<file path="config.mk">
export PLATFORM = sky130hd
export DESIGN_NAME = sc_issue_ctrl
export DESIGN_NICKNAME = d
export VERILOG_FILES = /design/src/rtl/sc_issue_pkg.sv /design/src/rtl/sc_xfer_regs.sv /design/src/rtl/sc_ack_tracker.sv /design/src/rtl/sc_issue_fsm.sv /design/src/rtl/sc_issue_ctrl.sv
export SDC_FILE = /design/constraint.sdc
export NUM_CORES = 1
export LEC_CHECK = 0
export BUFFER_PORTS_ARGS = -buffer_cell sky130_fd_sc_hd__buf_4
export CORE_MARGIN = 3
export CORE_UTILIZATION = 25
export CTS_CLUSTER_SIZE = 14
export DETAILED_ROUTE_END_ITERATION = 8
export SKIP_CTS_REPAIR_TIMING = 1
export SLEW_MARGIN = 20
export SYNTH_ARGS = -nofsm -noshare
export SYNTH_HDL_FRONTEND = slang
export SYNTH_SLANG_ARGS = --single-unit
</file>
<file path="constraint.sdc">
create_clock -name clk -period 3.1 [get_ports clk]
set_input_delay 0 -clock clk [delete_from_list [all_inputs] [get_ports clk]]
set_output_delay 0 -clock clk [all_outputs]
set_load 0.03 [all_outputs]
</file>
<file path="src/rtl/sc_issue_pkg.sv">
package sc_issue_pkg;

    typedef enum logic [2:0] {
        IDLE      = 3'd0,
        ISSUE     = 3'd1,
        WAIT_LOAD = 3'd2,
        WAIT_ACKS = 3'd3,
        DONE      = 3'd4
    } sc_state_t;

endpackage

</file>
<file path="src/rtl/sc_xfer_regs.sv">
module sc_xfer_regs #(
    parameter int AW = 16,
    parameter int DW = 32
) (
    input  logic          clk,
    input  logic          rst_n,
    input  logic          capture_req,
    input  logic          in_store,
    input  logic [AW-1:0] in_addr,
    input  logic [DW-1:0] in_wdata,
    input  logic          capture_ld,
    input  logic [DW-1:0] in_rdata,
    output logic          hold_store,
    output logic [AW-1:0] hold_addr,
    output logic [DW-1:0] hold_wdata,
    output logic [DW-1:0] hold_rdata
);

    always_ff @(posedge clk) begin
        if (!rst_n) begin
            hold_store <= 1'b0;
            hold_addr  <= '0;
            hold_wdata <= '0;
        end else if (capture_req) begin
            hold_store <= in_store;
            hold_addr  <= in_addr;
            hold_wdata <= in_wdata;
        end
    end

    always_ff @(posedge clk) begin
        if (!rst_n) begin
            hold_rdata <= '0;
        end else if (capture_ld) begin
            hold_rdata <= in_rdata;
        end
    end

endmodule

</file>
<file path="src/rtl/sc_ack_tracker.sv">
module sc_ack_tracker #(
    parameter int CW = 4
) (
    input  logic          clk,
    input  logic          rst_n,
    input  logic          clr,
    input  logic          count_en,
    input  logic          ack,
    input  logic          load_en,
    input  logic [CW-1:0] load_val,
    output logic          loaded,
    output logic          done_now
);

    logic [CW-1:0] remain;
    logic [CW-1:0] remain_nxt;
    logic [CW-1:0] ack_step;

    assign ack_step = {{(CW-1){1'b0}}, count_en & ack};

    always_comb begin
        if (load_en) begin
            remain_nxt = remain + load_val - ack_step;
        end else begin
            remain_nxt = remain - ack_step;
        end
        done_now = (loaded | load_en) && (remain_nxt == '0);
    end

    always_ff @(posedge clk) begin
        if (!rst_n || clr) begin
            remain <= '0;
            loaded <= 1'b0;
        end else begin
            remain <= remain_nxt;
            if (load_en) begin
                loaded <= 1'b1;
            end
        end
    end

    // the expected count is taken once per store
    a_r6_single_load: assert property (@(posedge clk) disable iff (!rst_n)
        loaded |-> !load_en);

    // an ack with a count of one in the same cycle finishes the store
    a_r7_same_cycle_ack: assert property (@(posedge clk) disable iff (!rst_n)
        (load_en && count_en && ack && !loaded && remain == '0 && load_val == CW'(1)) |-> done_now);

endmodule

</file>
<file path="src/rtl/sc_issue_fsm.sv">
module sc_issue_fsm
    import sc_issue_pkg::*;
(
    input  logic clk,
    input  logic rst_n,
    input  logic req_valid,
    input  logic hold_store,
    input  logic rsp_valid,
    input  logic rsp_dirty,
    input  logic rsp_src_done,
    input  logic trk_loaded,
    input  logic trk_done,
    output logic req_ready,
    output logic busy,
    output logic mem_valid,
    output logic ld_valid,
    output logic st_commit,
    output logic capture_req,
    output logic capture_ld,
    output logic trk_clr,
    output logic trk_count_en,
    output logic trk_load
);

    sc_state_t state;
    sc_state_t state_nxt;
    logic      first_rsp;

    assign first_rsp = rsp_valid && !trk_loaded;

    always_comb begin
        state_nxt = state;
        unique case (state)
            IDLE:      if (req_valid) state_nxt = ISSUE;
            ISSUE:     state_nxt = hold_store ? WAIT_ACKS : WAIT_LOAD;
            WAIT_LOAD: if (rsp_valid && rsp_src_done) state_nxt = DONE;
            WAIT_ACKS: begin
                if (first_rsp && rsp_dirty) begin
                    state_nxt = DONE;
                end else if (trk_done) begin
                    state_nxt = DONE;
                end
            end
            DONE:      state_nxt = IDLE;
            default:   state_nxt = IDLE;
        endcase
    end

    always_ff @(posedge clk) begin
        if (!rst_n) begin
            state <= IDLE;
        end else begin
            state <= state_nxt;
        end
    end

    always_comb begin
        req_ready    = 1'b0;
        busy         = 1'b1;
        mem_valid    = 1'b0;
        ld_valid     = 1'b0;
        st_commit    = 1'b0;
        capture_req  = 1'b0;
        capture_ld   = 1'b0;
        trk_clr      = 1'b0;
        trk_count_en = 1'b0;
        trk_load     = 1'b0;
        unique case (state)
            IDLE: begin
                req_ready   = 1'b1;
                busy        = 1'b0;
                capture_req = req_valid;
            end
            ISSUE: begin
                mem_valid = 1'b1;
                trk_clr   = 1'b1;
            end
            WAIT_LOAD: begin
                capture_ld = rsp_valid && rsp_src_done;
            end
            WAIT_ACKS: begin
                trk_count_en = 1'b1;
                trk_load     = first_rsp && !rsp_dirty;
            end
            DONE: begin
                ld_valid  = !hold_store;
                st_commit = hold_store;
            end
            default: begin
                busy = 1'b1;
            end
        endcase
    end

    // load data only follows a response whose source store is complete
    a_r5_load_needs_src: assert property (@(posedge clk) disable iff (!rst_n)
        ld_valid |-> $past(rsp_valid && rsp_src_done));

    // a dirty hit finishes without waiting for acknowledgements
    a_r8_dirty_immediate: assert property (@(posedge clk) disable iff (!rst_n)
        (state == WAIT_ACKS && first_rsp && rsp_dirty) |=> st_commit);

    // a commit is preceded by the last ack or a dirty hit
    a_r6_commit_cause: assert property (@(posedge clk) disable iff (!rst_n)
        st_commit |-> $past(trk_done || (rsp_valid && rsp_dirty)));

    // completion hands control straight back to the processor
    a_r11_ready_after_done: assert property (@(posedge clk) disable iff (!rst_n)
        (ld_valid || st_commit) |=> req_ready);

endmodule

</file>
<file path="src/rtl/sc_issue_ctrl.sv">
module sc_issue_ctrl #(
    parameter int AW = 16,
    parameter int DW = 32,
    parameter int CW = 4
) (
    input  logic          clk,
    input  logic          rst_n,
    input  logic          req_valid,
    output logic          req_ready,
    input  logic          req_store,
    input  logic [AW-1:0] req_addr,
    input  logic [DW-1:0] req_wdata,
    output logic          mem_valid,
    output logic          mem_store,
    output logic [AW-1:0] mem_addr,
    output logic [DW-1:0] mem_wdata,
    input  logic          rsp_valid,
    input  logic          rsp_dirty,
    input  logic          rsp_src_done,
    input  logic [CW-1:0] rsp_ack_cnt,
    input  logic [DW-1:0] rsp_rdata,
    input  logic          inv_ack,
    output logic          ld_valid,
    output logic [DW-1:0] ld_data,
    output logic          st_commit,
    output logic          busy
);

    logic capture_req;
    logic capture_ld;
    logic trk_clr;
    logic trk_count_en;
    logic trk_load;
    logic trk_loaded;
    logic trk_done;
    logic hold_store;

    sc_xfer_regs #(.AW(AW), .DW(DW)) u_regs (
        .clk        (clk),
        .rst_n      (rst_n),
        .capture_req(capture_req),
        .in_store   (req_store),
        .in_addr    (req_addr),
        .in_wdata   (req_wdata),
        .capture_ld (capture_ld),
        .in_rdata   (rsp_rdata),
        .hold_store (hold_store),
        .hold_addr  (mem_addr),
        .hold_wdata (mem_wdata),
        .hold_rdata (ld_data)
    );

    sc_ack_tracker #(.CW(CW)) u_acks (
        .clk     (clk),
        .rst_n   (rst_n),
        .clr     (trk_clr),
        .count_en(trk_count_en),
        .ack     (inv_ack),
        .load_en (trk_load),
        .load_val(rsp_ack_cnt),
        .loaded  (trk_loaded),
        .done_now(trk_done)
    );

    sc_issue_fsm u_fsm (
        .clk         (clk),
        .rst_n       (rst_n),
        .req_valid   (req_valid),
        .hold_store  (hold_store),
        .rsp_valid   (rsp_valid),
        .rsp_dirty   (rsp_dirty),
        .rsp_src_done(rsp_src_done),
        .trk_loaded  (trk_loaded),
        .trk_done    (trk_done),
        .req_ready   (req_ready),
        .busy        (busy),
        .mem_valid   (mem_valid),
        .ld_valid    (ld_valid),
        .st_commit   (st_commit),
        .capture_req (capture_req),
        .capture_ld  (capture_ld),
        .trk_clr     (trk_clr),
        .trk_count_en(trk_count_en),
        .trk_load    (trk_load)
    );

    assign mem_store = hold_store;

    // an accepted request is the next one presented to memory
    a_r3_issue_follows_accept: assert property (@(posedge clk) disable iff (!rst_n)
        (req_valid && req_ready) |=> (mem_valid && mem_addr == $past(req_addr)
                                      && mem_store == $past(req_store)));

    // an issue never repeats in back-to-back cycles
    a_r4_one_issue: assert property (@(posedge clk) disable iff (!rst_n)
        mem_valid |=> !mem_valid);

    // ready and busy are never both high
    a_r2_ready_not_busy: assert property (@(posedge clk) disable iff (!rst_n)
        !(req_ready && busy));

endmodule

</file>
======== Word-level counts from Yosys, hierarchy flattened ========
Cells that the tools add are included.
operators by class
  add/sub/neg operators ................... 3
  equal/unequal tests ..................... 7
  muxes and demuxes ....................... 16
  bitwise gates (word level) .............. 2
  reductions and logical operators ........ 13
operator list
  kind                count
  $mux 3              4
  $pmux 3 s4          1
  $mux 1              10
  $sub 4x1->4         2
  $eq 3x2->1 const B  2
  $logic_and 1x1->1   5
  $add 4x4->4         1
  $logic_not 1->1     4
  $logic_not 4->1     1
  $mux 4              1
  $eq 3x1->1 const B  1
  $eq 3x3->1 const B  1
  $logic_not 3->1     1
  $ne 3x2->1 const B  1
  $reduce_and 3->1    1
  $ne 2x1->1 const B  1
  $ne 2x2->1 const B  1
  $and 1x1->1         1
  $logic_or 1x1->1    1
  $or 1x1->1          1
storage, ports and cells
  bits in registers ....................... 89

======== Depth between registers and ports, before layout ========
Gate-level depths: netlist (run 1).
  depth after elaboration ................. 10
  mapped depth ............................ 12
  mapped depth without buffers ............ 11

======== Cells and area by module ========
A second synthesis (run 1) with hierarchy kept.
unflattened totals
  cells, all modules ...................... 348
  area total of the unflattened synthesis .. 3794.9 um2
modules (own cells, without submodules)
  module          times used  cells each  area each (um2)
  sc_xfer_regs    1           262         3066.7
  sc_ack_tracker  1           51          420.4
  sc_issue_fsm    1           35          307.8

======== Worst setup path before layout (run 1) ========
No wires, ideal clock.
  path type ............................... reg-to-reg
  start point ............................. register u_fsm.state[2]
  end point ............................... register u_fsm.state[2]
  arrival ................................. 2.493 ns
  required time ........................... 3.040 ns
  setup slack ............................. 0.547 ns
  cell stages (with the launch flop) ...... 13
  buffers on the path ..................... 1
  path through ............................ dfxtp_1 clkbuf_1 nand4b_1 or2_2 nand2_1 ha_1 inv_1 fa_1 xor2_1 nand2_1 o311a_1 a31oi_2 and3_1
on the way
  cells in the longest elaborated chain, start to end .. 9
  elaborated cells between the ends (all ways) .. 18
  classes of those cells .................. add/sub (2); eq/ne (6); mux (4); bitwise (2); reduce/logical (4)
RTL lines
  item                               line                                        RTL
  from (decl)                        sc_issue_fsm.sv:25                          sc_state_t state;
  from (signal assigned)             sc_issue_fsm.sv:53                          state <= state_nxt;
  $eq 3x2->1                         sc_issue_fsm.sv:33, sc_issue_fsm.sv:68
  $mux 1                             sc_issue_fsm.sv:68                          unique case (state)
  $and 1x1->1                        sc_ack_tracker.sv:19                        assign ack_step = {{(CW-1){1'b0}}, count_en & ack};
  $sub 4x1->4 (on tied branches)     sc_ack_tracker.sv:25, sc_ack_tracker.sv:23
  $mux 4                             sc_ack_tracker.sv:22                        if (load_en) begin
  $logic_not 4->1                    sc_ack_tracker.sv:27                        done_now = (loaded | load_en) && (remain_nxt == '0);
  $logic_and 1x1->1                  sc_ack_tracker.sv:27
  $ne 3x2->1 (no source line)        n/a
  $reduce_and 3->1 (no source line)  n/a
Parallel ways exist; a longest one is shown, timed or not.
A chain may end at the register's enable or synchronous reset.

======== Worst setup path after layout (run 1) ========
  start point ............................. register u_fsm.state[0]
  end point ............................... register u_fsm.state[0]
Same word-level chain as after synthesis.

==> impl_results.html, run 1 <==
<table>
<tr><th>Metric</th><th>Value</th></tr>
<tr><th colspan="2">CTS</th></tr>
<tr><td>Clock sinks</td><td>89</td></tr>
<tr><td>CTS buffer count</td><td>9</td></tr>
<tr><td>Max clock buf depth</td><td>2</td></tr>
<tr><td>CTS root buffer</td><td>clkbuf_16</td></tr>
<tr><td>Clock latency of the later-clocked register in the worst-skew pair</td><td>~0.34 ns</td></tr>
<tr><td>TritonCTS clock tree</td><td>yes</td></tr>
<tr><td>Level count of the clock H-tree</td><td>3</td></tr>
<tr><td>Clock-pin slew reported for the worst setup and hold paths after clock tree synthesis</td><td>~0.060 ns</td></tr>
<tr><th colspan="2">Die</th></tr>
<tr><td>Initial Utilization</td><td>approximately a quarter</td></tr>
<tr><td>Area of the core</td><td>~14000 sq um</td></tr>
<tr><td>Die boundary height</td><td>127 um</td></tr>
<tr><td>Number of top-level pins</td><td>around 180</td></tr>
<tr><td>Total Die Area</td><td>16200 sq um</td></tr>
<tr><td>Die outline width</td><td>approximately 130 um</td></tr>
<tr><td>Row count</td><td>43</td></tr>
<tr><th colspan="2">Finish</th></tr>
<tr><td>Synth-to-Final Area Change</td><td>69.6%</td></tr>
<tr><td>Final core utilization</td><td>roughly 44%</td></tr>
<tr><td>Layout cell share with drive strength beyond 1</td><td>approximately 30%</td></tr>
<tr><td>Number of nets at the end of the flow</td><td>slightly below 800</td></tr>
<tr><td>Final antenna diode count</td><td>0</td></tr>
<tr><th colspan="2">Routing</th></tr>
<tr><td>Total routed wirelength</td><td>between 10000 and 15000 um</td></tr>
<tr><td>Count of unresolved DRC violations after routing</td><td>0</td></tr>
<tr><td>Number of DRC violations after detailed-routing iteration 0</td><td>159</td></tr>
<tr><td>Iteration count of the initial detailed-routing pass</td><td>6</td></tr>
<tr><td>Routed length per placed instance</td><td>roughly 13 um</td></tr>
<tr><td>Number of antenna-violating nets in the routed design</td><td>0</td></tr>
<tr><td>Number of vias after detailed routing</td><td>around 3900</td></tr>
<tr><td>Via density per instance</td><td>~4.4</td></tr>
<tr><th colspan="2">GRT</th></tr>
<tr><td>Final global-route overflow total</td><td>0</td></tr>
<tr><td>Wire length of the first global-routing pass</td><td>around 17000 um</td></tr>
<tr><td>Vias in the first global route</td><td>3533</td></tr>
<tr><td>Largest net degree at the start of global routing</td><td>85</td></tr>
<tr><td>Total routing resource utilization after global routing</td><td>12.8%</td></tr>
<tr><td>Antenna violations before repair</td><td>0</td></tr>
<tr><th colspan="2">Timing</th></tr>
<tr><td>Final Critical Period</td><td>approximately 2.8 ns</td></tr>
<tr><td>Final count of hold timing violations</td><td>0</td></tr>
<tr><td>Setup-failing EPs final</td><td>0</td></tr>
<tr><td>Highest clock frequency the design can meet</td><td>between 0.3 and 0.4 GHz</td></tr>
<tr><td>Relative slew margins</td><td>a little under two fifths</td></tr>
<tr><td>Accumulated negative setup slack</td><td>0 ns</td></tr>
<tr><td>Final Slew Violations</td><td>0</td></tr>
<tr><td>Setup repair after global routing missed its margin</td><td>false</td></tr>
<tr><td>Final clock skew</td><td>approximately 0.0056 ns</td></tr>
<tr><td>Period utilization</td><td>90.9%</td></tr>
<tr><td>Hold Worst Slack</td><td>0.0385 ns</td></tr>
<tr><td>Pin slew with the least headroom to its limit</td><td>~0.94 ns</td></tr>
<tr><th colspan="2">Setup path</th></tr>
<tr><td>Launching point of the worst reg2reg path</td><td>u_fsm.state[0]$_SDFFE_PN0P_</td></tr>
<tr><td>Cell with the largest stage delay on the worst path</td><td>dfxtp_1</td></tr>
<tr><td>Category of the critical setup timing path</td><td>reg2reg</td></tr>
<tr><td>Crit path cell chain</td><td>nand4b_1, or2_2, nand2_1, ha_1, inv_1, fa_1, xor2_1, nand2_1, o311a_1, a31oi_2, a31oi_1</td></tr>
<tr><td>Largest fanout of any net on the critical path</td><td>11</td></tr>
<tr><td>End point of the critical path</td><td>u_fsm.state[0]$_SDFFE_PN0P_</td></tr>
<tr><td>Critical Path Sink Type</td><td>register</td></tr>
<tr><td>Register-to-Register Setup Slack</td><td>roughly 0.28 ns</td></tr>
<tr><td>Worst reg2reg path endpoint</td><td>u_fsm.state[0]$_SDFFE_PN0P_</td></tr>
<tr><td>Critical path arrival</td><td>just over 3 ns</td></tr>
<tr><td>Most common cell type on the critical path</td><td>nand2_1</td></tr>
<tr><td>Register-to-Register Path Depth</td><td>11</td></tr>
<tr><td>Start point of the critical path</td><td>u_fsm.state[0]$_SDFFE_PN0P_</td></tr>
<tr><td>CP required</td><td>approximately 3.3 ns</td></tr>
<tr><td>Biggest cell delay along the critical path</td><td>0.53 ns</td></tr>
<tr><td>CP Launch Type</td><td>register</td></tr>
<tr><th colspan="2">Placement</th></tr>
<tr><td>Final RePlAce weighted congestion</td><td>between 0.8 and 0.9</td></tr>
<tr><td>DPL Wire Length</td><td>around 7800 um</td></tr>
<tr><td>Buffers added on ports</td><td>between 150 and 200</td></tr>
<tr><th colspan="2">Power</th></tr>
<tr><td>Worst ir drop on vdd</td><td>around 0.00037 V</td></tr>
<tr><td>Static leakage</td><td>~2.7 nW</td></tr>
<tr><td>PwrDens</td><td>around 570 nW/um^2</td></tr>
<tr><th colspan="2">Synth</th></tr>
<tr><td>Area of the mapped netlist</td><td>~3700 sq um</td></tr>
<tr><td>Yosys synthesis warning count</td><td>0</td></tr>
<tr><td>Ranking of synthesized cells by area</td><td>dfxtp_1 (48%), nand2_1 (18%), a21boi_1 (16%)</td></tr>
<tr><td>Main flop type after synthesis</td><td>dfxtp_1</td></tr>
<tr><td>Synth Area per Inst</td><td>8.26 sq um</td></tr>
<tr><td>Cell count after synthesis</td><td>about 450</td></tr>
<tr><td>Post-synth EDFFs</td><td>0</td></tr>
<tr><td>Async set-reset flop share out of synthesis</td><td>0%</td></tr>
<tr><td>Post-synthesis cell type with the largest combined area</td><td>dfxtp_1</td></tr>
<tr><td>Register area share after synthesis</td><td>around half</td></tr>
<tr><td>Unique masters post-synth</td><td>40</td></tr>
<tr><td>Top cell type's share of synthesized area</td><td>between 40% and 50%</td></tr>
<tr><td>Post-Syn Nets</td><td>approximately 550</td></tr>
<tr><td>Flip-flop and latch count after synthesis</td><td>between 80 and 90</td></tr>
<tr><th colspan="2">Flow run</th></tr>
<tr><td>Maximum Capacitance Violations</td><td>0</td></tr>
<tr><th colspan="2">Run status</th></tr>
<tr><td>Status</td><td>complete, no violations</td></tr>
<tr><th colspan="2">Worst hold path</th></tr>
<tr><td>Min-delay worst type</td><td>in2reg</td></tr>
</table>
synth_stat cells (4+ instances only):
cell type,number
a21boi_1,79
and3_1,4
buf_2,8
clkbuf_1,18
dfxtp_1,89
ha_1,6
inv_1,11
nand2_1,173
nor2_1,6
worst max-delay path, delay by kind of cell (launching register included):
family                   cells  cell delay, ns
XOR/XNOR                     1            0.20
AO/OA/AOI/OAI                3            0.61
adder cells (fa/ha/maj)      2            0.55
AND/OR/NAND/NOR              4            0.74
buffers and inverters        1            0.06
flip-flops                   1            0.53
sequential cells by signal (all words and copies together), names as in the netlist:
name and count:
u_regs.hold_rdata 32, u_regs.hold_wdata 32, u_regs.hold_addr 16, u_acks.remain 4, u_fsm.state 3, u_acks.loaded 1
u_regs.hold_store 1
cell usage in the layout (no fill, tap or decap), types with 2 or more instances in the layout:
master	synthesis	final
a21boi_0	2	2
a21boi_1	79	79
a21oi_1	3	3
a31oi_1	3	3
and3_1	4	4
buf_4	3	180
clkbuf_16	0	9
clkinv_4	0	2
clkinvlp_4	0	2
dfxtp_1	89	89
dlygate4sd3_1	0	81
ha_1	6	6
inv_1	11	11
nand2_1	173	172
nand2_2	1	2
nand2b_1	2	2
nand3_1	3	3
nand3b_1	2	2
nand4_1	2	2
nor2_1	6	6
nor3_1	3	2
nor3b_1	2	2
o21ai_0	3	3
xnor2_1	2	2
xor2_1	3	3
logic make-up (layout without fill, tap and decap cells):
logic type / count (synthesis) / after routing / share of synthesized area, %
flops: 89 / 89 / 48.4
simple gates: 209 / 209 / 24.0
fa+ha+maj: 7 / 7 / 2.58
compound gates: 94 / 94 / 18.8
xor+xnor: 5 / 5 / 1.19
buf+inv: 42 / 289 / 5.06
layout make-up:
cell class,instances,area (sq um)
multi-input combinational,315,1730
sequential,89,1780
tap,180,225
clock buffer,10,239
fill,1329,7900
inverter,12,45.0
clock inverter,6,67.6
timing repair buffer,261,2160
worst min path at each step:
stage | from | end | slack (ns) | cells past startpoint
finish | req_valid | u_fsm.state[1]$_SDFFE_PN0P_ | 0.04 | 3
global route | req_valid | u_fsm.state[1]$_SDFFE_PN0P_ | 0.04 | 3
CTS | req_addr[3] | u_regs.hold_addr[3]$_SDFFE_PN0P_ | -0.11 | 3
detailed placement | req_wdata[30] | u_regs.hold_wdata[30]$_SDFFE_PN0P_ | 0.26 | 3
global placement | req_wdata[30] | u_regs.hold_wdata[30]$_SDFFE_PN0P_ | 0.25 | 3
floorplan | rsp_rdata[10] | u_regs.hold_rdata[10]$_SDFFE_PN0P_ | 0.13 | 2
metrics by stage:
stage | power, mW | instances | setup slack (ns) | area, sq um
2_1_floorplan | 2.02 | 446 | 0.547 | 3680
3_3_place_gp | 2.39 | 776 | 0.444 | 5130
3_5_place_dp | 2.41 | 776 | 0.308 | 5130
4_1_cts | 3.53 | 792 | 0.302 | 5430
5_1_grt | 3.77 | 873 | 0.0723 | 6250
6_report | 3.57 | 873 | 0.281 | 6250
where the power goes:
group	total, mW	switching (mW)	internal (mW)
logic	1.11	0.650	0.458
clock network	1.10	0.454	0.648
registers	1.36	0.0914	1.27
total	3.57	1.20	2.37
metal layers:
layer / track usage, % / share of wire, %
met3: 4.77 / 9.1
met4: 5.30 / 2.0
met2: 19.6 / 47
met5: 0 / 0
met1: 16.1 / 42
Note: power is estimated with default switching activity, not from simulation.
==> inputs of run 2 (changes only) <==
- clock period: 3.1 -> 3.02 ns (I/O delays scaled with it)
==> run 2 against run 1 <==
  * Combinational power is 5% higher
  * Setup slack better by 0.14 ns
  * Clock-buffer cell count is 2 higher
  * Global-route usage is 0.17 points lower
  * Routed wire length is 1.7% lower
  * Non-clock buffer count is 1 higher
  * Register-to-register slack better by 0.14 ns
  * Clock skew hardly changed
  * Critical path depth stayed put
  * Flip-flop and latch count stayed put
  * Largest cell class unchanged
==> impl_results.html, run 2 (synthesis results as in run 1) <==
<table>
<tr><th>Metric</th><th>Value</th></tr>
<tr><th colspan="2">Setup path</th></tr>
<tr><td>Launching point of the worst reg2reg path</td><td>u_fsm.state[2]$_SDFFE_PN0P_ (was u_fsm.state[0]$_SDFFE_PN0P_)</td></tr>
<tr><td>CP bufs+invs</td><td>1 (unchanged)</td></tr>
<tr><td>Family with the most delay on the worst path</td><td>simple AND/OR/NAND/NOR gates (unchanged)</td></tr>
<tr><td>Crit path cell chain</td><td>nand4b_1, or2_2, nand2_1, ha_1, inv_1, fa_1, xor2_1, nand2_1, o311a_1, a31oi_2, and3_1 (was nand4b_1, or2_2, nand2_1, ha_1, inv_1, fa_1, xor2_1, nand2_1, o311a_1, a31oi_2, a31oi_1)</td></tr>
<tr><td>Biggest cell delay along the critical path</td><td>0.40 ns (was 0.53 ns)</td></tr>
<tr><td>Critical path arrival</td><td>2.89 ns (was 3.03 ns)</td></tr>
<tr><td>CP required</td><td>3.30 ns (was 3.31 ns)</td></tr>
<tr><td>Worst reg2reg path endpoint</td><td>u_fsm.state[2]$_SDFFE_PN0P_ (was u_fsm.state[0]$_SDFFE_PN0P_)</td></tr>
<tr><td>Register-to-Register Path Depth</td><td>11 (unchanged)</td></tr>
<tr><td>Cell with the largest stage delay on the worst path</td><td>fa_1 (was dfxtp_1)</td></tr>
<tr><td>Register-to-Register Setup Slack</td><td>0.42 ns (was 0.28 ns)</td></tr>
<tr><td>Largest fanout of any net on the critical path</td><td>3 (was 11)</td></tr>
<tr><td>Critical Path Sink Type</td><td>register (unchanged)</td></tr>
<tr><td>Category of the critical setup timing path</td><td>reg2reg (unchanged)</td></tr>
<tr><td>Most common cell type on the critical path</td><td>nand2_1 (unchanged)</td></tr>
<tr><td>CP Launch Type</td><td>register (unchanged)</td></tr>
<tr><th colspan="2">Routing</th></tr>
<tr><td>Via density per instance</td><td>4.48 (was 4.43)</td></tr>
<tr><td>Count of unresolved DRC violations after routing</td><td>0 (unchanged)</td></tr>
<tr><td>Routed length per placed instance</td><td>13.2 um (was 13.4 um)</td></tr>
<tr><td>Number of DRC violations after detailed-routing iteration 0</td><td>172 (was 159)</td></tr>
<tr><td>Number of antenna-violating nets in the routed design</td><td>0 (unchanged)</td></tr>
<tr><td>Total routed wirelength</td><td>11500 um (was 11700 um)</td></tr>
<tr><td>Iteration count of the initial detailed-routing pass</td><td>4 (was 6)</td></tr>
<tr><td>Number of vias after detailed routing</td><td>3916 (was 3871)</td></tr>
<tr><th colspan="2">Die</th></tr>
<tr><td>Number of top-level pins</td><td>178 (unchanged)</td></tr>
<tr><td>Total Die Area</td><td>16200 sq um (unchanged)</td></tr>
<tr><td>Initial Utilization</td><td>26.0% (unchanged)</td></tr>
<tr><td>Die outline width</td><td>127 um (unchanged)</td></tr>
<tr><td>Area of the core</td><td>14100 sq um (unchanged)</td></tr>
<tr><td>Die boundary height</td><td>127 um (unchanged)</td></tr>
<tr><td>Row count</td><td>43 (unchanged)</td></tr>
<tr><th colspan="2">CTS</th></tr>
<tr><td>Clock latency of the later-clocked register in the worst-skew pair</td><td>0.34 ns (about the same)</td></tr>
<tr><td>Clock sinks</td><td>89 (unchanged)</td></tr>
<tr><td>CTS buffer count</td><td>9 (unchanged)</td></tr>
<tr><td>Max clock buf depth</td><td>2 (unchanged)</td></tr>
<tr><td>TritonCTS clock tree</td><td>yes (unchanged)</td></tr>
<tr><td>Level count of the clock H-tree</td><td>3 (unchanged)</td></tr>
<tr><td>Clock-pin slew reported for the worst setup and hold paths after clock tree synthesis</td><td>0.06 ns (about the same)</td></tr>
<tr><td>CTS root buffer</td><td>clkbuf_16 (unchanged)</td></tr>
<tr><th colspan="2">Placement</th></tr>
<tr><td>Final RePlAce weighted congestion</td><td>0.801 (was 0.827)</td></tr>
<tr><td>Buffers added on ports</td><td>177 (unchanged)</td></tr>
<tr><td>Instance count after placement with tap cells included</td><td>777 (was 776)</td></tr>
<tr><td>DPL Wire Length</td><td>7580 um (was 7800 um)</td></tr>
<tr><th colspan="2">Timing</th></tr>
<tr><td>Final count of hold timing violations</td><td>0 (unchanged)</td></tr>
<tr><td>Accumulated negative setup slack</td><td>0 ns (unchanged)</td></tr>
<tr><td>Final Slew Violations</td><td>0 (unchanged)</td></tr>
<tr><td>Highest clock frequency the design can meet</td><td>0.384 GHz (was 0.355 GHz)</td></tr>
<tr><td>Final clock skew</td><td>0.00572 ns (was 0.00563 ns)</td></tr>
<tr><td>Hold Worst Slack</td><td>0.0221 ns (was 0.0385 ns)</td></tr>
<tr><td>Final Critical Period</td><td>2.60 ns (was 2.82 ns)</td></tr>
<tr><td>Period utilization</td><td>86.2% (was 90.9%)</td></tr>
<tr><td>Relative slew margins</td><td>36.9% (was 37.4%)</td></tr>
<tr><td>Pin slew with the least headroom to its limit</td><td>0.947 ns (was 0.936 ns)</td></tr>
<tr><td>Setup-failing EPs final</td><td>0 (unchanged)</td></tr>
<tr><td>Setup repair after global routing missed its margin</td><td>false (unchanged)</td></tr>
<tr><th colspan="2">Run status</th></tr>
<tr><td>Status</td><td>complete, no violations (unchanged)</td></tr>
<tr><th colspan="2">Worst hold path</th></tr>
<tr><td>Min-delay worst type</td><td>in2reg (unchanged)</td></tr>
<tr><td>Worst Min Path Start</td><td>req_valid (unchanged)</td></tr>
<tr><td>End point of the most critical hold path</td><td>u_fsm.state[1]$_SDFFE_PN0P_ (unchanged)</td></tr>
<tr><td>Hold Path Cell Cnt</td><td>3 (unchanged)</td></tr>
<tr><th colspan="2">Finish</th></tr>
<tr><td>Register cell area after layout</td><td>1780 sq um (unchanged)</td></tr>
<tr><td>Multi-input combinational cell area</td><td>1730 sq um (unchanged)</td></tr>
<tr><td>Number of inserted filler cells in the final layout</td><td>1366 (was 1329)</td></tr>
<tr><td>Synth-to-Final Area Change</td><td>70.5% (was 69.6%)</td></tr>
<tr><td>Count of non-filler cells in the finished layout</td><td>875 (was 873)</td></tr>
<tr><td>Layout cell share with drive strength beyond 1</td><td>29.7% (about the same)</td></tr>
<tr><td>Most common cell after layout, fill and taps aside</td><td>buf_4 (unchanged)</td></tr>
<tr><td>Commonest cells after routing, fill and taps aside</td><td>buf_4 (181), nand2_1 (172), dfxtp_1 (89), dlygate4sd3_1 (81), a21boi_1 (79) (was buf_4 (180), nand2_1 (172), dfxtp_1 (89), dlygate4sd3_1 (81), a21boi_1 (79))</td></tr>
<tr><td>Number of nets at the end of the flow</td><td>788 (was 787)</td></tr>
<tr><td>Top flop regs</td><td>u_regs.hold_rdata x32, u_regs.hold_wdata x32, u_regs.hold_addr x16 (unchanged)</td></tr>
<tr><th colspan="2">Power</th></tr>
<tr><td>PwrDens</td><td>598 nW/um^2 (was 571 nW/um^2)</td></tr>
<tr><td>Static leakage</td><td>2.76 nW (was 2.74 nW)</td></tr>
<tr><td>Worst ir drop on vdd</td><td>0.000454 V (was 0.000374 V)</td></tr>
<tr><th colspan="2">GRT</th></tr>
<tr><td>Vias in the first global route</td><td>3530 (was 3533)</td></tr>
<tr><td>Largest net degree at the start of global routing</td><td>85 (unchanged)</td></tr>
<tr><td>Final global-route overflow total</td><td>0 (unchanged)</td></tr>
<tr><td>Antenna violations before repair</td><td>0 (unchanged)</td></tr>
<tr><td>Wire length of the first global-routing pass</td><td>16600 um (was 16900 um)</td></tr>
<tr><td>Total routing resource utilization after global routing</td><td>12.6% (was 12.8%)</td></tr>
<tr><th colspan="2">Flow run</th></tr>
<tr><td>Maximum Capacitance Violations</td><td>0 (unchanged)</td></tr>
</table>
==> run 2: cell count changes in the layout (fill, tap and decap cells not counted) <==
cell	before	now
diode_2	0	1
clkinv_2	1	0
buf_4	180	181
bufinv_16	1	2
clkbuf_8	1	2
clkinv_4	2	0
clkbuf_1	0	1
==> run 2: routing by layer <==
layer / wire length (um) / global-route usage [%] / share of wire [%]
met1: 4750 / 14.6 / 41
met2: 5440 / 20.2 / 47
met3: 1110 / 6.73 / 9.6
met4: 248 / 3.85 / 2.1
met5: 0 / 0 / 0
==> run 2: final cells by class <==
| class | instances | share of cell area [%] |
|---|---|---|
| multi-input cells | 315 | 27.5 |
| repair buffers | 262 | 34.5 |
| clock buffers | 12 | 4.08 |
| inverters | 12 | 0.717 |
| clock inverters | 4 | 1.20 |
| well taps | 180 | 3.59 |
| flip-flops and latches | 89 | 28.4 |
| diodes | 1 | 0.0398 |
==> run 2: through the flow <==
step           area [sq um]  power (mW)  util [%]  setup slack, ns
6_report               6280        3.76      44.4            0.417
5_1_grt                6280        3.96      44.4            0.231
4_1_cts                5470        3.73      38.6            0.428
3_5_place_dp           5130        2.48      36.3            0.441
3_3_place_gp           5130        2.45      36.3            0.570
2_1_floorplan          3680        2.07         -            0.467
==> run 2: worst max path at each step <==
stage / to / from / cells after the start
after floorplan: u_fsm.state[2]$_SDFFE_PN0P_ / u_fsm.state[2]$_SDFFE_PN0P_ / 12
after global placement: u_fsm.state[2]$_SDFFE_PN0P_ / u_fsm.state[2]$_SDFFE_PN0P_ / 11
after detailed placement: u_fsm.state[1]$_SDFFE_PN0P_ / u_fsm.state[2]$_SDFFE_PN0P_ / 11
after CTS: u_fsm.state[2]$_SDFFE_PN0P_ / u_fsm.state[2]$_SDFFE_PN0P_ / 11
after global routing: u_fsm.state[2]$_SDFFE_PN0P_ / u_fsm.state[2]$_SDFFE_PN0P_ / 11
final: u_fsm.state[2]$_SDFFE_PN0P_ / u_fsm.state[2]$_SDFFE_PN0P_ / 11
==> run 2: power by group <==
group          switching (mW)  total [mW]  leakage [nW]  internal [mW]
clock                   0.456        1.23         0.155          0.770
sequential             0.0723        1.37         0.725           1.30
combinational           0.684        1.16          1.88          0.473
total                    1.21        3.76          2.76           2.54
==> run 2: worst register-to-register path, delay by kind of cell (launching register included) <==
| family | cells | cell delay, ns |
|---|---|---|
| fa+ha+maj | 2 | 0.57 |
| flops | 1 | 0.30 |
| compound gates | 2 | 0.49 |
| xor+xnor | 1 | 0.22 |
| buf+inv | 1 | 0.06 |
| simple gates | 5 | 0.92 |
==> inputs of run 3 (changes only) <==
- REMOVE_ABC_BUFFERS: not set -> 1
- SKIP_LAST_GASP: not set -> 1
==> run 3 against run 2 <==
  * Setup slack got worse by 0.18 ns
  * Utilization is essentially flat
  * First-iteration DRC count is 7.6% lower
  * Largest power group unchanged
  * Final area about the same
  * Via count shrank 2.1%
  * Die area stayed put
  * Final cell count is 0.23% lower
  * Register-to-register slack worse by 0.18 ns
  * Critical endpoint is now u_fsm.state[1]$_SDFFE_PN0P_
  * Flip-flop and latch count stayed put
  * Hold slack gained 0.020 ns
  * Critical path depth stayed put
  * Clock skew fell by 0.0010 ns
==> impl_results.html, run 3 (synthesis results as in run 1) <==
<table>
<tr><th>Metric</th><th>Value</th></tr>
<tr><th colspan="2">Timing</th></tr>
<tr><td>Highest clock frequency the design can meet</td><td>0.359 GHz (was 0.384 GHz)</td></tr>
<tr><td>Period utilization</td><td>92.2% (was 86.2%)</td></tr>
<tr><td>Final clock skew</td><td>0.00469 ns (was 0.00572 ns)</td></tr>
<tr><td>Accumulated negative setup slack</td><td>0 ns (unchanged)</td></tr>
<tr><td>Setup-failing EPs final</td><td>0 (unchanged)</td></tr>
<tr><td>Relative slew margins</td><td>38.8% (was 36.9%)</td></tr>
<tr><td>Setup repair after global routing missed its margin</td><td>false (unchanged)</td></tr>
<tr><td>Final count of hold timing violations</td><td>0 (unchanged)</td></tr>
<tr><td>Pin slew with the least headroom to its limit</td><td>0.918 ns (was 0.947 ns)</td></tr>
<tr><td>Final Critical Period</td><td>2.78 ns (was 2.60 ns)</td></tr>
<tr><td>Final Slew Violations</td><td>0 (unchanged)</td></tr>
<tr><th colspan="2">Routing</th></tr>
<tr><td>Routed length per placed instance</td><td>13.3 um (was 13.2 um)</td></tr>
<tr><td>Iteration count of the initial detailed-routing pass</td><td>4 (unchanged)</td></tr>
<tr><td>Number of DRC violations after detailed-routing iteration 0</td><td>159 (was 172)</td></tr>
<tr><td>Via density per instance</td><td>4.39 (was 4.48)</td></tr>
<tr><td>Number of vias after detailed routing</td><td>3832 (was 3916)</td></tr>
<tr><td>Number of antenna-violating nets in the routed design</td><td>0 (unchanged)</td></tr>
<tr><td>Total routed wirelength</td><td>11600 um (was 11500 um)</td></tr>
<tr><td>Count of unresolved DRC violations after routing</td><td>0 (unchanged)</td></tr>
<tr><th colspan="2">GRT</th></tr>
<tr><td>Antenna violations before repair</td><td>0 (unchanged)</td></tr>
<tr><td>Wire length of the first global-routing pass</td><td>16600 um (about the same)</td></tr>
<tr><td>Total routing resource utilization after global routing</td><td>12.6% (about the same)</td></tr>
<tr><td>Vias in the first global route</td><td>3398 (was 3530)</td></tr>
<tr><td>Largest net degree at the start of global routing</td><td>85 (unchanged)</td></tr>
<tr><td>Final global-route overflow total</td><td>0 (unchanged)</td></tr>
<tr><th colspan="2">Placement</th></tr>
<tr><td>DPL Wire Length</td><td>7580 um (about the same)</td></tr>
<tr><td>Final RePlAce weighted congestion</td><td>0.805 (was 0.801)</td></tr>
<tr><td>Buffers added on ports</td><td>177 (unchanged)</td></tr>
<tr><th colspan="2">Worst hold path</th></tr>
<tr><td>Worst Min Path Start</td><td>req_valid (unchanged)</td></tr>
<tr><td>Min-delay worst type</td><td>in2reg (unchanged)</td></tr>
<tr><th colspan="2">CTS</th></tr>
<tr><td>Clock-pin slew reported for the worst setup and hold paths after clock tree synthesis</td><td>0.06 ns (about the same)</td></tr>
<tr><td>Max clock buf depth</td><td>2 (unchanged)</td></tr>
<tr><td>Level count of the clock H-tree</td><td>3 (unchanged)</td></tr>
<tr><td>TritonCTS clock tree</td><td>yes (unchanged)</td></tr>
<tr><td>CTS buffer count</td><td>9 (unchanged)</td></tr>
<tr><td>Clock latency of the later-clocked register in the worst-skew pair</td><td>0.34 ns (about the same)</td></tr>
<tr><td>CTS root buffer</td><td>clkbuf_16 (unchanged)</td></tr>
<tr><td>Clock sinks</td><td>89 (unchanged)</td></tr>
<tr><th colspan="2">Power</th></tr>
<tr><td>Static leakage</td><td>2.76 nW (about the same)</td></tr>
<tr><td>Worst ir drop on vdd</td><td>0.000639 V (was 0.000454 V)</td></tr>
<tr><td>PwrDens</td><td>607 nW/um^2 (was 598 nW/um^2)</td></tr>
<tr><th colspan="2">Finish</th></tr>
<tr><td>Number of nets at the end of the flow</td><td>787 (was 788)</td></tr>
<tr><td>Final antenna diode count</td><td>0 (was 1)</td></tr>
<tr><td>Layout cell share with drive strength beyond 1</td><td>29.4% (was 29.7%)</td></tr>
<tr><td>Final core utilization</td><td>44.4% (about the same)</td></tr>
<tr><td>Most common cell after layout, fill and taps aside</td><td>buf_4 (unchanged)</td></tr>
<tr><td>Synth-to-Final Area Change</td><td>70.6% (was 70.5%)</td></tr>
<tr><td>Top flop regs</td><td>u_regs.hold_rdata x32, u_regs.hold_wdata x32, u_regs.hold_addr x16 (unchanged)</td></tr>
<tr><td>Commonest cells after routing, fill and taps aside</td><td>buf_4 (180), nand2_1 (173), dfxtp_1 (89), dlygate4sd3_1 (81), a21boi_1 (79) (was buf_4 (181), nand2_1 (172), dfxtp_1 (89), dlygate4sd3_1 (81), a21boi_1 (79))</td></tr>
<tr><th colspan="2">Setup path</th></tr>
<tr><td>Launching point of the worst reg2reg path</td><td>u_fsm.state[1]$_SDFFE_PN0P_ (was u_fsm.state[2]$_SDFFE_PN0P_)</td></tr>
<tr><td>Start point of the critical path</td><td>u_fsm.state[1]$_SDFFE_PN0P_ (was u_fsm.state[2]$_SDFFE_PN0P_)</td></tr>
<tr><td>Crit path cell chain</td><td>nand4b_1, or2_2, nand2_1, ha_1, inv_1, fa_1, xor2_1, nand2_1, o311a_1, a31oi_2, a31oi_1 (was nand4b_1, or2_2, nand2_1, ha_1, inv_1, fa_1, xor2_1, nand2_1, o311a_1, a31oi_2, and3_1)</td></tr>
<tr><td>CP required</td><td>3.23 ns (was 3.30 ns)</td></tr>
<tr><td>Most common cell type on the critical path</td><td>nand2_1 (unchanged)</td></tr>
<tr><td>Category of the critical setup timing path</td><td>reg2reg (unchanged)</td></tr>
<tr><td>Critical Path Sink Type</td><td>register (unchanged)</td></tr>
<tr><td>Critical path arrival</td><td>3.00 ns (was 2.89 ns)</td></tr>
<tr><td>Largest fanout of any net on the critical path</td><td>11 (was 3)</td></tr>
<tr><td>CP bufs+invs</td><td>1 (unchanged)</td></tr>
<tr><td>CP Launch Type</td><td>register (unchanged)</td></tr>
<tr><td>Cell with the largest stage delay on the worst path</td><td>dfxtp_1 (was fa_1)</td></tr>
<tr><td>Biggest cell delay along the critical path</td><td>0.50 ns (was 0.40 ns)</td></tr>
<tr><td>Family with the most delay on the worst path</td><td>simple AND/OR/NAND/NOR gates (unchanged)</td></tr>
<tr><th colspan="2">Die</th></tr>
<tr><td>Area of the core</td><td>14100 sq um (unchanged)</td></tr>
<tr><td>Total Die Area</td><td>16200 sq um (unchanged)</td></tr>
<tr><td>Die boundary height</td><td>127 um (unchanged)</td></tr>
<tr><td>Initial Utilization</td><td>26.0% (unchanged)</td></tr>
<tr><td>Die outline width</td><td>127 um (unchanged)</td></tr>
<tr><td>Number of top-level pins</td><td>178 (unchanged)</td></tr>
<tr><td>Row count</td><td>43 (unchanged)</td></tr>
<tr><th colspan="2">Flow run</th></tr>
<tr><td>Maximum Capacitance Violations</td><td>0 (unchanged)</td></tr>
<tr><th colspan="2">Run status</th></tr>
<tr><td>Status</td><td>complete, no violations (unchanged)</td></tr>
</table>
## run 3: where the power goes
group          switching, mW  internal, mW
Sequential            0.0798          1.30
Clock                  0.465         0.830
Combinational          0.664         0.470
Total                   1.21          2.60
## run 3: through the flow
step                setup slack (ns)  total power, mW  cell area (sq um)  cells  hold WS [ns]
detailed placement             0.237             2.46               5120    776         0.256
global route                  0.0174             4.02               6280    873        0.0801
global placement               0.380             2.44               5120    776         0.246
finish                         0.236             3.81               6280    873        0.0419
floorplan                      0.463             2.01               3540    416         0.135
CTS                            0.227             3.77               5470    792        -0.116
## run 3: layer usage
metal	vias up	part of all wire [%]	track usage (%)
li1	1927	-	-
met1	1770	41	15.3
met2	116	51	21.2
met3	19	5.0	2.51
met4	0	2.8	6.44
met5	-	0	0
## run 3: final cells by class
cell class	count	area, sq um
timing repair buffer	261	2160
inverter	12	45.0
sequential	89	1780
clock inverter	5	103
multi-input combinational	315	1720
tap	180	225
clock buffer	11	243
fill	1380	7870
## run 3: final timing paths
kind                                            end  slack [ns]  depth (start not counted)
setup / recovery        u_fsm.state[1]$_SDFFE_PN0P_        0.24                         11
hold / removal          u_fsm.state[1]$_SDFFE_PN0P_        0.04                          3
setup reg to reg        u_fsm.state[1]$_SDFFE_PN0P_        0.24                         11
hold reg to reg   u_regs.hold_addr[15]$_SDFFE_PN0P_        0.45                          2
## run 3: worst register-to-register path, cell delays in order (launching register included)
cell,delay (ns)
dfxtp_1,0.50
nand4b_1,0.21
or2_2,0.34
nand2_1,0.09
ha_1,0.17
inv_1,0.06
fa_1,0.38
xor2_1,0.22
nand2_1,0.08
o311a_1,0.30
a31oi_2,0.20
a31oi_1,0.11
